[src/rtl/busproc_pkg.sv]
package busproc_pkg;

    typedef enum logic [3:0] {
        SRC_NONE, SRC_PC, SRC_MDR, SRC_Z, SRC_REG, SRC_IMM,
        SRC_C4, SRC_CM1, SRC_C0
    } bus_src_e;

    typedef enum logic [1:0] {ALU_ADD, ALU_AND, ALU_XOR, ALU_OR} alu_op_e;

    typedef enum logic [1:0] {FLD_RS, FLD_RT, FLD_RD} reg_fld_e;

    typedef struct packed {
        bus_src_e src;
        logic     mar_ld;
        logic     y_ld;
        logic     z_ld;
        logic     ir_ld;
        logic     pc_ld;
        logic     mdr_ld;
        logic     mdr_mem;
        logic     reg_wr;
        reg_fld_e fld;
        alu_op_e  op;
        logic     mem_rd;
        logic     mem_wr;
    } ctrl_word_t;

    typedef enum logic [4:0] {
        S_FETCH_ADDR, S_FETCH_WAIT, S_FETCH_IR, S_FETCH_DISPATCH,
        S_LSB_1, S_LSB_2, S_LSB_3, S_LSB_4, S_LSB_5,
        S_ORI_1, S_ORI_2, S_ORI_3,
        S_XCH_1, S_XCH_2, S_XCH_3, S_XCH_4, S_XCH_5, S_XCH_6, S_XCH_7, S_XCH_8,
        S_MUL_1, S_MUL_2, S_MUL_3, S_MUL_4, S_MUL_5,
        S_JMP_1, S_JMP_2, S_JMP_3,
        S_HALT
    } state_e;

    localparam int OPC_W = 6;
    localparam logic [OPC_W-1:0] OPC_LSB  = 6'd1;
    localparam logic [OPC_W-1:0] OPC_XCH  = 6'd2;
    localparam logic [OPC_W-1:0] OPC_MUL4 = 6'd3;
    localparam logic [OPC_W-1:0] OPC_JMP  = 6'd4;
    localparam logic [OPC_W-1:0] OPC_ORI  = 6'd13;

endpackage

[src/rtl/busproc_alu.sv]
module busproc_alu
    import busproc_pkg::*;
#(
    parameter int DW = 32
) (
    input  logic [DW-1:0] opa,
    input  logic [DW-1:0] opb,
    input  alu_op_e       op,
    output logic [DW-1:0] res
);

    always_comb begin
        unique case (op)
            ALU_ADD: res = opa + opb;
            ALU_AND: res = opa & opb;
            ALU_XOR: res = opa ^ opb;
            ALU_OR:  res = opa | opb;
            default: res = '0;
        endcase
    end

endmodule

[src/rtl/busproc_regfile.sv]
module busproc_regfile #(
    parameter int DW = 32,
    parameter int AW = 5
) (
    input  logic          clk,
    input  logic          rst_n,
    input  logic          wr_en,
    input  logic [AW-1:0] sel,
    input  logic [DW-1:0] wdata,
    output logic [DW-1:0] rdata
);

    localparam int NREG = 1 << AW;

    logic [DW-1:0] bank [NREG];

    assign bank[0] = '0;   // register 0 has no storage

    for (genvar g = 1; g < NREG; g++) begin : g_reg
        always_ff @(posedge clk or negedge rst_n) begin
            if (!rst_n)
                bank[g] <= '0;
            else if (wr_en && sel == AW'(g))
                bank[g] <= wdata;
        end
    end

    assign rdata = bank[sel];

endmodule

[src/rtl/busproc_ctrl.sv]
module busproc_ctrl
    import busproc_pkg::*;
(
    input  logic             clk,
    input  logic             rst_n,
    input  logic [OPC_W-1:0] opcode,
    input  logic             mem_done,
    output state_e           st,
    output ctrl_word_t       cw,
    output logic             halted
);

    state_e nxt;

    always_ff @(posedge clk or negedge rst_n) begin
        if (!rst_n) st <= S_FETCH_ADDR;
        else        st <= nxt;
    end

    always_comb begin
        nxt = st;
        unique case (st)
            S_FETCH_ADDR:     nxt = S_FETCH_WAIT;
            S_FETCH_WAIT:     nxt = mem_done ? S_FETCH_IR : S_FETCH_WAIT;
            S_FETCH_IR:       nxt = S_FETCH_DISPATCH;
            S_FETCH_DISPATCH: begin
                unique case (opcode)
                    OPC_LSB:  nxt = S_LSB_1;
                    OPC_ORI:  nxt = S_ORI_1;
                    OPC_XCH:  nxt = S_XCH_1;
                    OPC_MUL4: nxt = S_MUL_1;
                    OPC_JMP:  nxt = S_JMP_1;
                    default:  nxt = S_HALT;
                endcase
            end
            S_LSB_1: nxt = S_LSB_2;
            S_LSB_2: nxt = S_LSB_3;
            S_LSB_3: nxt = S_LSB_4;
            S_LSB_4: nxt = S_LSB_5;
            S_LSB_5: nxt = S_FETCH_ADDR;
            S_ORI_1: nxt = S_ORI_2;
            S_ORI_2: nxt = S_ORI_3;
            S_ORI_3: nxt = S_FETCH_ADDR;
            S_XCH_1: nxt = S_XCH_2;
            S_XCH_2: nxt = mem_done ? S_XCH_3 : S_XCH_2;
            S_XCH_3: nxt = S_XCH_4;
            S_XCH_4: nxt = S_XCH_5;
            S_XCH_5: nxt = S_XCH_6;
            S_XCH_6: nxt = S_XCH_7;
            S_XCH_7: nxt = mem_done ? S_XCH_8 : S_XCH_7;
            S_XCH_8: nxt = S_FETCH_ADDR;
            S_MUL_1: nxt = S_MUL_2;
            S_MUL_2: nxt = S_MUL_3;
            S_MUL_3: nxt = S_MUL_4;
            S_MUL_4: nxt = S_MUL_5;
            S_MUL_5: nxt = S_FETCH_ADDR;
            S_JMP_1: nxt = S_JMP_2;
            S_JMP_2: nxt = mem_done ? S_JMP_3 : S_JMP_2;
            S_JMP_3: nxt = S_FETCH_ADDR;
            S_HALT:  nxt = S_HALT;
            default: nxt = S_HALT;
        endcase
    end

    // one bus source per state; ALU operand A is always Y
    always_comb begin
        cw = '0;
        unique case (st)
            S_FETCH_ADDR:     begin cw.src = SRC_PC;  cw.mar_ld = 1'b1; cw.mem_rd = 1'b1; cw.y_ld = 1'b1; end
            S_FETCH_WAIT:     begin cw.src = SRC_C4;  cw.op = ALU_ADD; cw.z_ld = 1'b1; cw.mdr_mem = 1'b1; end
            S_FETCH_IR:       begin cw.src = SRC_MDR; cw.ir_ld = 1'b1; end
            S_FETCH_DISPATCH: begin cw.src = SRC_Z;   cw.pc_ld = 1'b1; end
            S_LSB_1: begin cw.src = SRC_REG; cw.fld = FLD_RS; cw.y_ld = 1'b1; end
            S_LSB_2: begin cw.src = SRC_CM1; cw.op = ALU_ADD; cw.z_ld = 1'b1; end
            S_LSB_3: begin cw.src = SRC_Z;   cw.op = ALU_AND; cw.z_ld = 1'b1; end
            S_LSB_4: begin cw.src = SRC_Z;   cw.op = ALU_XOR; cw.z_ld = 1'b1; end
            S_LSB_5: begin cw.src = SRC_Z;   cw.fld = FLD_RT; cw.reg_wr = 1'b1; end
            S_ORI_1: begin cw.src = SRC_REG; cw.fld = FLD_RS; cw.y_ld = 1'b1; end
            S_ORI_2: begin cw.src = SRC_IMM; cw.op = ALU_OR;  cw.z_ld = 1'b1; end
            S_ORI_3: begin cw.src = SRC_Z;   cw.fld = FLD_RT; cw.reg_wr = 1'b1; end
            S_XCH_1: begin cw.src = SRC_REG; cw.fld = FLD_RS; cw.mar_ld = 1'b1; cw.mem_rd = 1'b1; end
            S_XCH_2: begin cw.mdr_mem = 1'b1; end
            S_XCH_3: begin cw.src = SRC_MDR; cw.y_ld = 1'b1; end
            S_XCH_4: begin cw.src = SRC_C0;  cw.op = ALU_ADD; cw.z_ld = 1'b1; end
            S_XCH_5: begin cw.src = SRC_REG; cw.fld = FLD_RT; cw.mdr_ld = 1'b1; end
            S_XCH_6: begin cw.mem_wr = 1'b1; end
            S_XCH_7: begin end
            S_XCH_8: begin cw.src = SRC_Z;   cw.fld = FLD_RT; cw.reg_wr = 1'b1; end
            S_MUL_1: begin cw.src = SRC_REG; cw.fld = FLD_RD; cw.y_ld = 1'b1; end
            S_MUL_2: begin cw.src = SRC_REG; cw.fld = FLD_RD; cw.op = ALU_ADD; cw.z_ld = 1'b1; end
            S_MUL_3: begin cw.src = SRC_Z;   cw.y_ld = 1'b1; end
            S_MUL_4: begin cw.src = SRC_Z;   cw.op = ALU_ADD; cw.z_ld = 1'b1; end
            S_MUL_5: begin cw.src = SRC_Z;   cw.fld = FLD_RD; cw.reg_wr = 1'b1; end
            S_JMP_1: begin cw.src = SRC_PC;  cw.mar_ld = 1'b1; cw.mem_rd = 1'b1; cw.y_ld = 1'b1; end
            S_JMP_2: begin cw.src = SRC_C4;  cw.op = ALU_ADD; cw.z_ld = 1'b1; cw.mdr_mem = 1'b1; end
            S_JMP_3: begin cw.src = SRC_MDR; cw.pc_ld = 1'b1; end
            S_HALT:  begin end
            default: begin end
        endcase
    end

    assign halted = (st == S_HALT);

    AST_WAIT_HOLDS: assert property (@(posedge clk) disable iff (!rst_n)
        ((st == S_FETCH_WAIT || st == S_XCH_2 || st == S_XCH_7 || st == S_JMP_2) && !mem_done)
        |=> (st == $past(st)));
    AST_HALT_ABSORBS: assert property (@(posedge clk) disable iff (!rst_n)
        (st == S_HALT) |=> (st == S_HALT));
    AST_RW_EXCLUSIVE: assert property (@(posedge clk) disable iff (!rst_n)
        !(cw.mem_rd && cw.mem_wr));

endmodule

[src/rtl/busproc_core.sv]
module busproc_core
    import busproc_pkg::*;
#(
    parameter int DW = 32,
    parameter int RAW = 5
) (
    input  logic          clk,
    input  logic          rst_n,
    output logic          mem_req,
    output logic          mem_we,
    output logic [DW-1:0] mem_addr,
    output logic [DW-1:0] mem_wdata,
    input  logic [DW-1:0] mem_rdata,
    input  logic          mem_done,
    output logic          halted,
    output logic [DW-1:0] pc_out
);

    localparam int IMM_W = 16;

    state_e        st;
    ctrl_word_t    cw;
    logic [DW-1:0] pc, mar, mdr, ir, yq, zq;
    logic [DW-1:0] bus, alu_res, reg_rd, imm_ext;
    logic [RAW-1:0] reg_sel;

    busproc_ctrl u_ctrl (
        .clk      (clk),
        .rst_n    (rst_n),
        .opcode   (ir[31:26]),
        .mem_done (mem_done),
        .st       (st),
        .cw       (cw),
        .halted   (halted)
    );

    always_comb begin
        unique case (cw.fld)
            FLD_RS:  reg_sel = ir[25:21];
            FLD_RT:  reg_sel = ir[20:16];
            default: reg_sel = ir[15:11];
        endcase
    end

    busproc_regfile #(.DW(DW), .AW(RAW)) u_regs (
        .clk   (clk),
        .rst_n (rst_n),
        .wr_en (cw.reg_wr),
        .sel   (reg_sel),
        .wdata (bus),
        .rdata (reg_rd)
    );

    assign imm_ext = {{(DW-IMM_W){1'b0}}, ir[IMM_W-1:0]};

    always_comb begin
        unique case (cw.src)
            SRC_PC:  bus = pc;
            SRC_MDR: bus = mdr;
            SRC_Z:   bus = zq;
            SRC_REG: bus = reg_rd;
            SRC_IMM: bus = imm_ext;
            SRC_C4:  bus = DW'(4);
            SRC_CM1: bus = '1;
            SRC_C0:  bus = '0;
            default: bus = '0;
        endcase
    end

    busproc_alu #(.DW(DW)) u_alu (
        .opa (yq),
        .opb (bus),
        .op  (cw.op),
        .res (alu_res)
    );

    always_ff @(posedge clk or negedge rst_n) begin
        if (!rst_n) begin
            pc  <= '0;
            mar <= '0;
            mdr <= '0;
            ir  <= '0;
            yq  <= '0;
            zq  <= '0;
        end else begin
            if (cw.pc_ld)  pc  <= bus;
            if (cw.mar_ld) mar <= bus;
            if (cw.ir_ld)  ir  <= bus;
            if (cw.y_ld)   yq  <= bus;
            if (cw.z_ld)   zq  <= alu_res;
            if (cw.mdr_ld)                 mdr <= bus;
            else if (cw.mdr_mem && mem_done) mdr <= mem_rdata;
        end
    end

    // the address latch loads in the same state that requests, so pass the bus through
    assign mem_req   = cw.mem_rd | cw.mem_wr;
    assign mem_we    = cw.mem_wr;
    assign mem_addr  = cw.mar_ld ? bus : mar;
    assign mem_wdata = mdr;
    assign pc_out    = pc;

    AST_REQ_PULSE: assert property (@(posedge clk) disable iff (!rst_n)
        mem_req |=> !mem_req);
    AST_PC_ADVANCE: assert property (@(posedge clk) disable iff (!rst_n)
        (st == S_FETCH_DISPATCH) |=> (pc == $past(pc) + DW'(4)));
    AST_PC_STALL: assert property (@(posedge clk) disable iff (!rst_n)
        (st == S_FETCH_WAIT) |=> $stable(pc));
    AST_HALT_QUIET: assert property (@(posedge clk) disable iff (!rst_n)
        halted |-> (!mem_req && !cw.reg_wr));
    AST_HALT_PC: assert property (@(posedge clk) disable iff (!rst_n)
        halted |=> $stable(pc));

endmodule

[config.mk]
export PLATFORM = sky130hd
export DESIGN_NAME = busproc_core
export DESIGN_NICKNAME = d
export VERILOG_FILES = /design/src/rtl/busproc_pkg.sv /design/src/rtl/busproc_alu.sv /design/src/rtl/busproc_regfile.sv /design/src/rtl/busproc_ctrl.sv /design/src/rtl/busproc_core.sv
export SDC_FILE = /design/constraint.sdc
export NUM_CORES = 2
export LEC_CHECK = 0
export BUFFER_PORTS_ARGS = -buffer_cell sky130_fd_sc_hd__buf_2
export CAP_MARGIN = 20
export CORE_ASPECT_RATIO = 0.6
export CORE_UTILIZATION = 57
export CTS_CLUSTER_SIZE = 20
export DETAILED_ROUTE_END_ITERATION = 10
export GPL_TIMING_DRIVEN = 0
export PLACE_DENSITY = 0.78
export SYNTH_ARGS = -nofsm -noshare
export SYNTH_HDL_FRONTEND = slang
export SYNTH_HIERARCHICAL = 1
export SYNTH_SLANG_ARGS = --single-unit
[constraint.sdc]
create_clock -name clk -period 9 [get_ports clk]
set_clock_uncertainty 0.15 [all_clocks]
set_input_delay 2.7 -clock clk [delete_from_list [all_inputs] [get_ports clk]]
set_output_delay 2.7 -clock clk [all_outputs]
set_load 0.01 [all_outputs]
# --- After elaboration in Yosys (flattened, before gate mapping) ---
# Cells that the tools add are included.
totals:
  regBits: 1189
  romBits: 0
  latch_bits: 0
  mem_bits_rw: 0
  word_cells: 197
  output_inout_bits: 99
  memories: 0
  in_bits: 35
classes:
  n_reduce_logical: 50
  eq_ne: 75
  div: 0
  shift: 0
  n_mux: 27
  n_addsub: 1
  bitwise_logic: 5
  order_cmp: 1
  n_mul: 0
op_table:
  columns: ["operator", "n"]
  rows:
  - ["$pmux 32 s7", 1]
  - ["$bmux 32 s5", 1]
  - ["$mux 32", 5]
  - ["$eq 5x5->1 const B", 29]
  - ["$pmux 32 s4", 1]
  - ["$pmux 5 s24", 1]
  - ["$eq 5x4->1 const B", 16]
  - ["$eq 5x3->1 const B", 8]
  - ["$add 32x32->32", 1]
  - ["$and 32x32->32", 1]
  - ["$logic_and 1x1->1", 32]
  - ["$or 32x32->32", 1]
  - ["$pmux 4 s8", 1]
  - ["$xor 32x32->32", 1]
  - ["$pmux 5 s5", 1]
  - ["$eq 5x2->1 const B", 4]
  - ["$reduce_or 9->1", 2]
  - ["$eq 4x3->1 const B", 4]
  - ["$eq 6x2->1 const B", 2]
  - ["$reduce_or 3->1", 4]
  - ["$mux 1", 11]
  - ["$eq 5x1->1 const B", 2]
  - ["$pmux 5 s2", 1]
  - ["$eq 4x2->1 const B", 2]
  - ["20 further kinds", 27]

# --- Logic depth before layout (Yosys ltp) ---
depth:
  word_depth: 12
  depth_mapped: 29
  ltp_nobuf: 23

# --- Modules after synthesis ---
# Netlist, hierarchy kept.
by_module_without_submodules:
  columns: ["module", "cells_per_inst", "seq_area_each_um2", "area_each_um2", "n_inst"]
  rows:
  - ["busproc_regfile", 2965, 24823.8, 45093.2, 1]
  - ["busproc_core", 852, 4804.6, 8683.3, 1]
  - ["busproc_alu", 499, 0.0, 3354.5, 1]
  - ["busproc_ctrl", 116, 125.1, 770.7, 1]

# --- Worst setup path after synthesis ---
# OpenSTA, ideal clock, no wires.
synth_path:
  kind: "reg-to-output"
  start: "register u_ctrl.st[4]"
  end: "output mem_addr[2]"
  t_required_ps: 6150
  n_path_buf: 6
  slack_ps: 2238
  path_stages_with_launch: 17
  arrival_ps: 3912
  cell_sequence: "dfrtp_1 -> buf_2 -> buf_4 -> xnor2_1 -> nor3_1 -> clkbuf_1 -> mux2i_1 -> o21ai_0 -> buf_6 -> buf_4 -> buf_2 -> mux4_2 -> a22oi_1 -> a22oi_1 -> a22o_1 -> a221oi_1 -> a21oi_1"
synth_lines:
  columns: ["element", "line", "text"]
  rows:
  - ["start, declared", "busproc_ctrl.sv:8", "output state_e st,"]
  - ["start signal, assigned", "busproc_ctrl.sv:17", "else st <= nxt;"]
  - ["end, declared", "busproc_core.sv:11", "output logic [DW-1:0] mem_addr,"]

==> impl_metrics.py <==
metrics = {
    "routing": {
        "wl_per_cell_um": 31.6,
        "routed-via-count": 41900,
        "routed_via_density": 6.82,
        "drtPass1Iterations": 6,
        "routed_wirelength_mm": 194,
        "drc": 0,
        "drt_iter0_markers": 5886,
        "drtAntennaViolNets": 0,
    },
    "synthesis": {
        "syn-num-nets": 4532,
        "synth_edf_count": 0,
        "synth_flop_cell": "dfrtp_1",
        "syn_area_per_cell_sq_um": 13.1,
        "yosysWarnings": 6,
        "synth-seq-cells": 1189,
        "synthArstFlopShare_pct": 100,
        "yosysSeqAreaShare_pct": 51.4,
        "synth_area_sq_mm": 0.0579,
        "synth_cells": 4432,
        "yosysUniqueCellTypes": 102,
    },
    "timing": {
        "fin_crit_ps": 9010,
        "timing.fmax_ghz": 0.111,
        "worstMarginPinSlew_ps": 1360,
        "maxSlewViolCount": 0,
        "setup_viol": 2,
        "min_period_over_period_pct": 100,
        "setup_slack_ps": -10.2,
        "hold_violations": 0,
        "relSlewSlack_pct": 8.90,
        "rsz0062_at_grt": "yes",
    },
    "clock_network": {
        "cts_buffers": 106,
        "cts_root_buf": "clkbuf_16",
        "cts.htree.levels": 3,
        "cts.path.max_buffers": 3,
        "path_clk_slew_ps": 70,
        "postCtsHoldBufs": 0,
        "clock_sinks": 1189,
        "cts_tree": "built",
        "clock_latency_ps": 740,
    },
    "worst_hold_path": {
        "min_path_type": "flop to flop",
    },
    "final_layout": {
        "drive_gt1_share_pct": 39.1,
        "fin_nets": 4813,
        "stdcell_count": 6143,
        "area_delta_synth_final_pct": 11.9,
        "fillers": 7363,
    },
    "die": {
        "die_area_sq_mm": 0.103,
        "core_area_sq_mm": 0.101,
        "die_x_um": 413,
        "row_count": 90,
        "io_pins": 134,
        "start_util_pct": 57.6,
        "dieHeight_um": 249,
    },
    "grt": {
        "grt_overflow_total": 0,
        "grt_pass1_vias": 40900,
        "use_met2_pct": 46.6,
        "use_met1_pct": 57.0,
        "grt_pass1_wl_mm": 280,
        "grt_use_total_pct": 37.7,
        "grt.met3_usage_pct": 18.6,
        "antenna_found_initial": 4,
        "grt_max_degree": 168,
        "busiest_layer": "met1",
    },
    "worst_setup_path": {
        "crit_fanout": 10,
        "cp-start-kind": "flop",
        "critPathMaxStageDelay_ps": 760,
        "crit_path_cell_trace": "buf_2, nand2b_2, nand2_1, nor3_4, buf_2, mux2i_1, o21ai_1, buf_4, clkbuf_4, buf_4, mux2i_1, nor2_1, a2111oi_0, a22oi_1, a222oi_1, buf_4, a21oi_1, buf_2",
        "crit_arrival_ps": 6160,
        "cp_slowest_cell": "a2111oi_0",
        "worstSetupEndpointType": "output pin",
        "path_delay_family": "compound AO/OA/AOI/OAI gates",
        "cp.buffers_inverters": 7,
        "crit_type": "flop to output pin",
        "cp.required_ps": 6150,
    },
    "placement": {
        "dpl.hpwl_mm": 144,
        "port_buffers": 133,
        "dpl.cell_count": 5910,
        "gp_congestion": 1.01,
    },
    "status": {
        "failed_checks": "negative setup slack",
        "status": "finished with violations",
    },
    "job": {
        "drv_cap": 0,
    },
}
sequential cells by signal (all words and copies together), names as in the netlist:
name	count
mar	32
u_regs/bank	992
yq	32
zq	32
mem_wdata	32
u_ctrl/st	5
ir	32
pc_out	32
final cells by class:
class	count	area, sq um	area share (%)
multi-input combinational	2717	25900	40.0
sequential	1189	29800	45.9
timing repair buffer	174	1180	1.82
clock inverter	40	467	0.721
tap	1334	1670	2.58
inverter	120	450	0.696
antenna	5	12.5	0.0193
clock buffer	159	3200	4.93
buffer	405	2160	3.33
per-layer routing:
metal | vias to the layer above | share of wire [%] | wire length (um)
met3 | 372 | 16 | 30200
met5 | - | 0.075 | 146
met1 | 22000 | 43 | 83100
li1 | 16800 | - | -
met2 | 2658 | 38 | 74600
met4 | 6 | 3.0 | 5880
kinds of logic (layout without fill, tap and decap cells):
logic type | count (synthesis) | after routing | synth area share (%)
flip-flops | 1189 | 1189 | 51.4
adder cells (fa/ha/maj) | 65 | 65 | 1.42
buffers and inverters | 526 | 898 | 4.29
multiplexers | 1382 | 1382 | 29.7
XOR/XNOR | 25 | 25 | 0.378
other | 0 | 5 | 0
AND/OR/NAND/NOR | 540 | 540 | 4.53
AO/OA/AOI/OAI | 705 | 705 | 8.27
Yosys cell counts (24+ instances only):
cell type  instances  area share [%]
a22o_1            36            0.54
a21oi_1          233             2.0
o22ai_1           41            0.44
o211ai_1          27            0.35
buf_4             46            0.60
and3_1            47            0.51
a211oi_1          46            0.60
dfrtp_1         1189              51
clkbuf_1         180             1.2
nor2_1           226             1.5
buf_2            146             1.3
inv_1            119            0.77
nand2_1          119            0.77
a22oi_1           65            0.84
a21o_1            24            0.31
o221ai_1          42            0.64
mux2_2          1047              20
o21ai_0           58            0.50
mux2i_1          156             2.7
mux4_2           164             6.4
nand3_1           25            0.22
ha_1              64             1.4
metrics by stage:
| stage | hold WS [ps] | setup TNS [ps] | worst slack [ps] | instance area, sq um | utilization [%] |
|---|---|---|---|---|---|
| 6_report | 337 | -16.8 | -10.2 | 64800 | 64.4 |
| 5_1_grt | 356 | -111 | -55.0 | 64800 | 64.4 |
| 4_1_cts | 339 | 0 | 38.4 | 64500 | 64.2 |
| 3_5_place_dp | 324 | -22340 | -1140 | 60500 | 60.2 |
| 3_3_place_gp | 312 | - | -20790 | 60200 | 59.9 |
| 2_1_floorplan | 303 | 0 | 2240 | 57900 | - |
placed cells by master (no fill, tap or decap), types with 109 or more instances in the layout:
cell type / Yosys / final
a21oi_1: 233 / 230
nor2_1: 226 / 226
dfrtp_1: 1189 / 1189
nand2_1: 119 / 119
clkbuf_16: 0 / 109
buf_2: 146 / 260
inv_1: 119 / 119
clkbuf_1: 180 / 181
mux2i_1: 156 / 156
mux2_2: 1047 / 1047
mux4_2: 164 / 164
path summary, 6_finish.rpt:
check	startpoint	to	slack [ps]	depth (start not counted)
max in group asynchronous	rst_n	u_regs/bank[3]$_DFFE_PN0P_	4140	4
min in group asynchronous	rst_n	u_regs/bank[824]$_DFFE_PN0P_	1810	1
min	u_regs/bank[394]$_DFFE_PN0P_	u_regs/bank[394]$_DFFE_PN0P_	340	1
max reg2reg	u_ctrl/st[0]$_DFF_PN0_	zq[28]$_DFFE_PN0P_	200	28
min reg2reg	u_regs/bank[394]$_DFFE_PN0P_	u_regs/bank[394]$_DFFE_PN0P_	340	1
max	u_ctrl/st[0]$_DFF_PN0_	mem_addr[21]	-10	18
timing repair:
action / CTS / global route
setup buffers: 24 / 0
gates cloned: 0 / 0
pin swaps: 12 / 3
endpoints found under the setup margin: 57 / 32
gates resized for setup: 63 / 49
endpoints found under the hold margin: 0 / 0
Power is not shown: default switching activity piles up to over one toggle a cycle in this logic, so the estimate is an artifact.
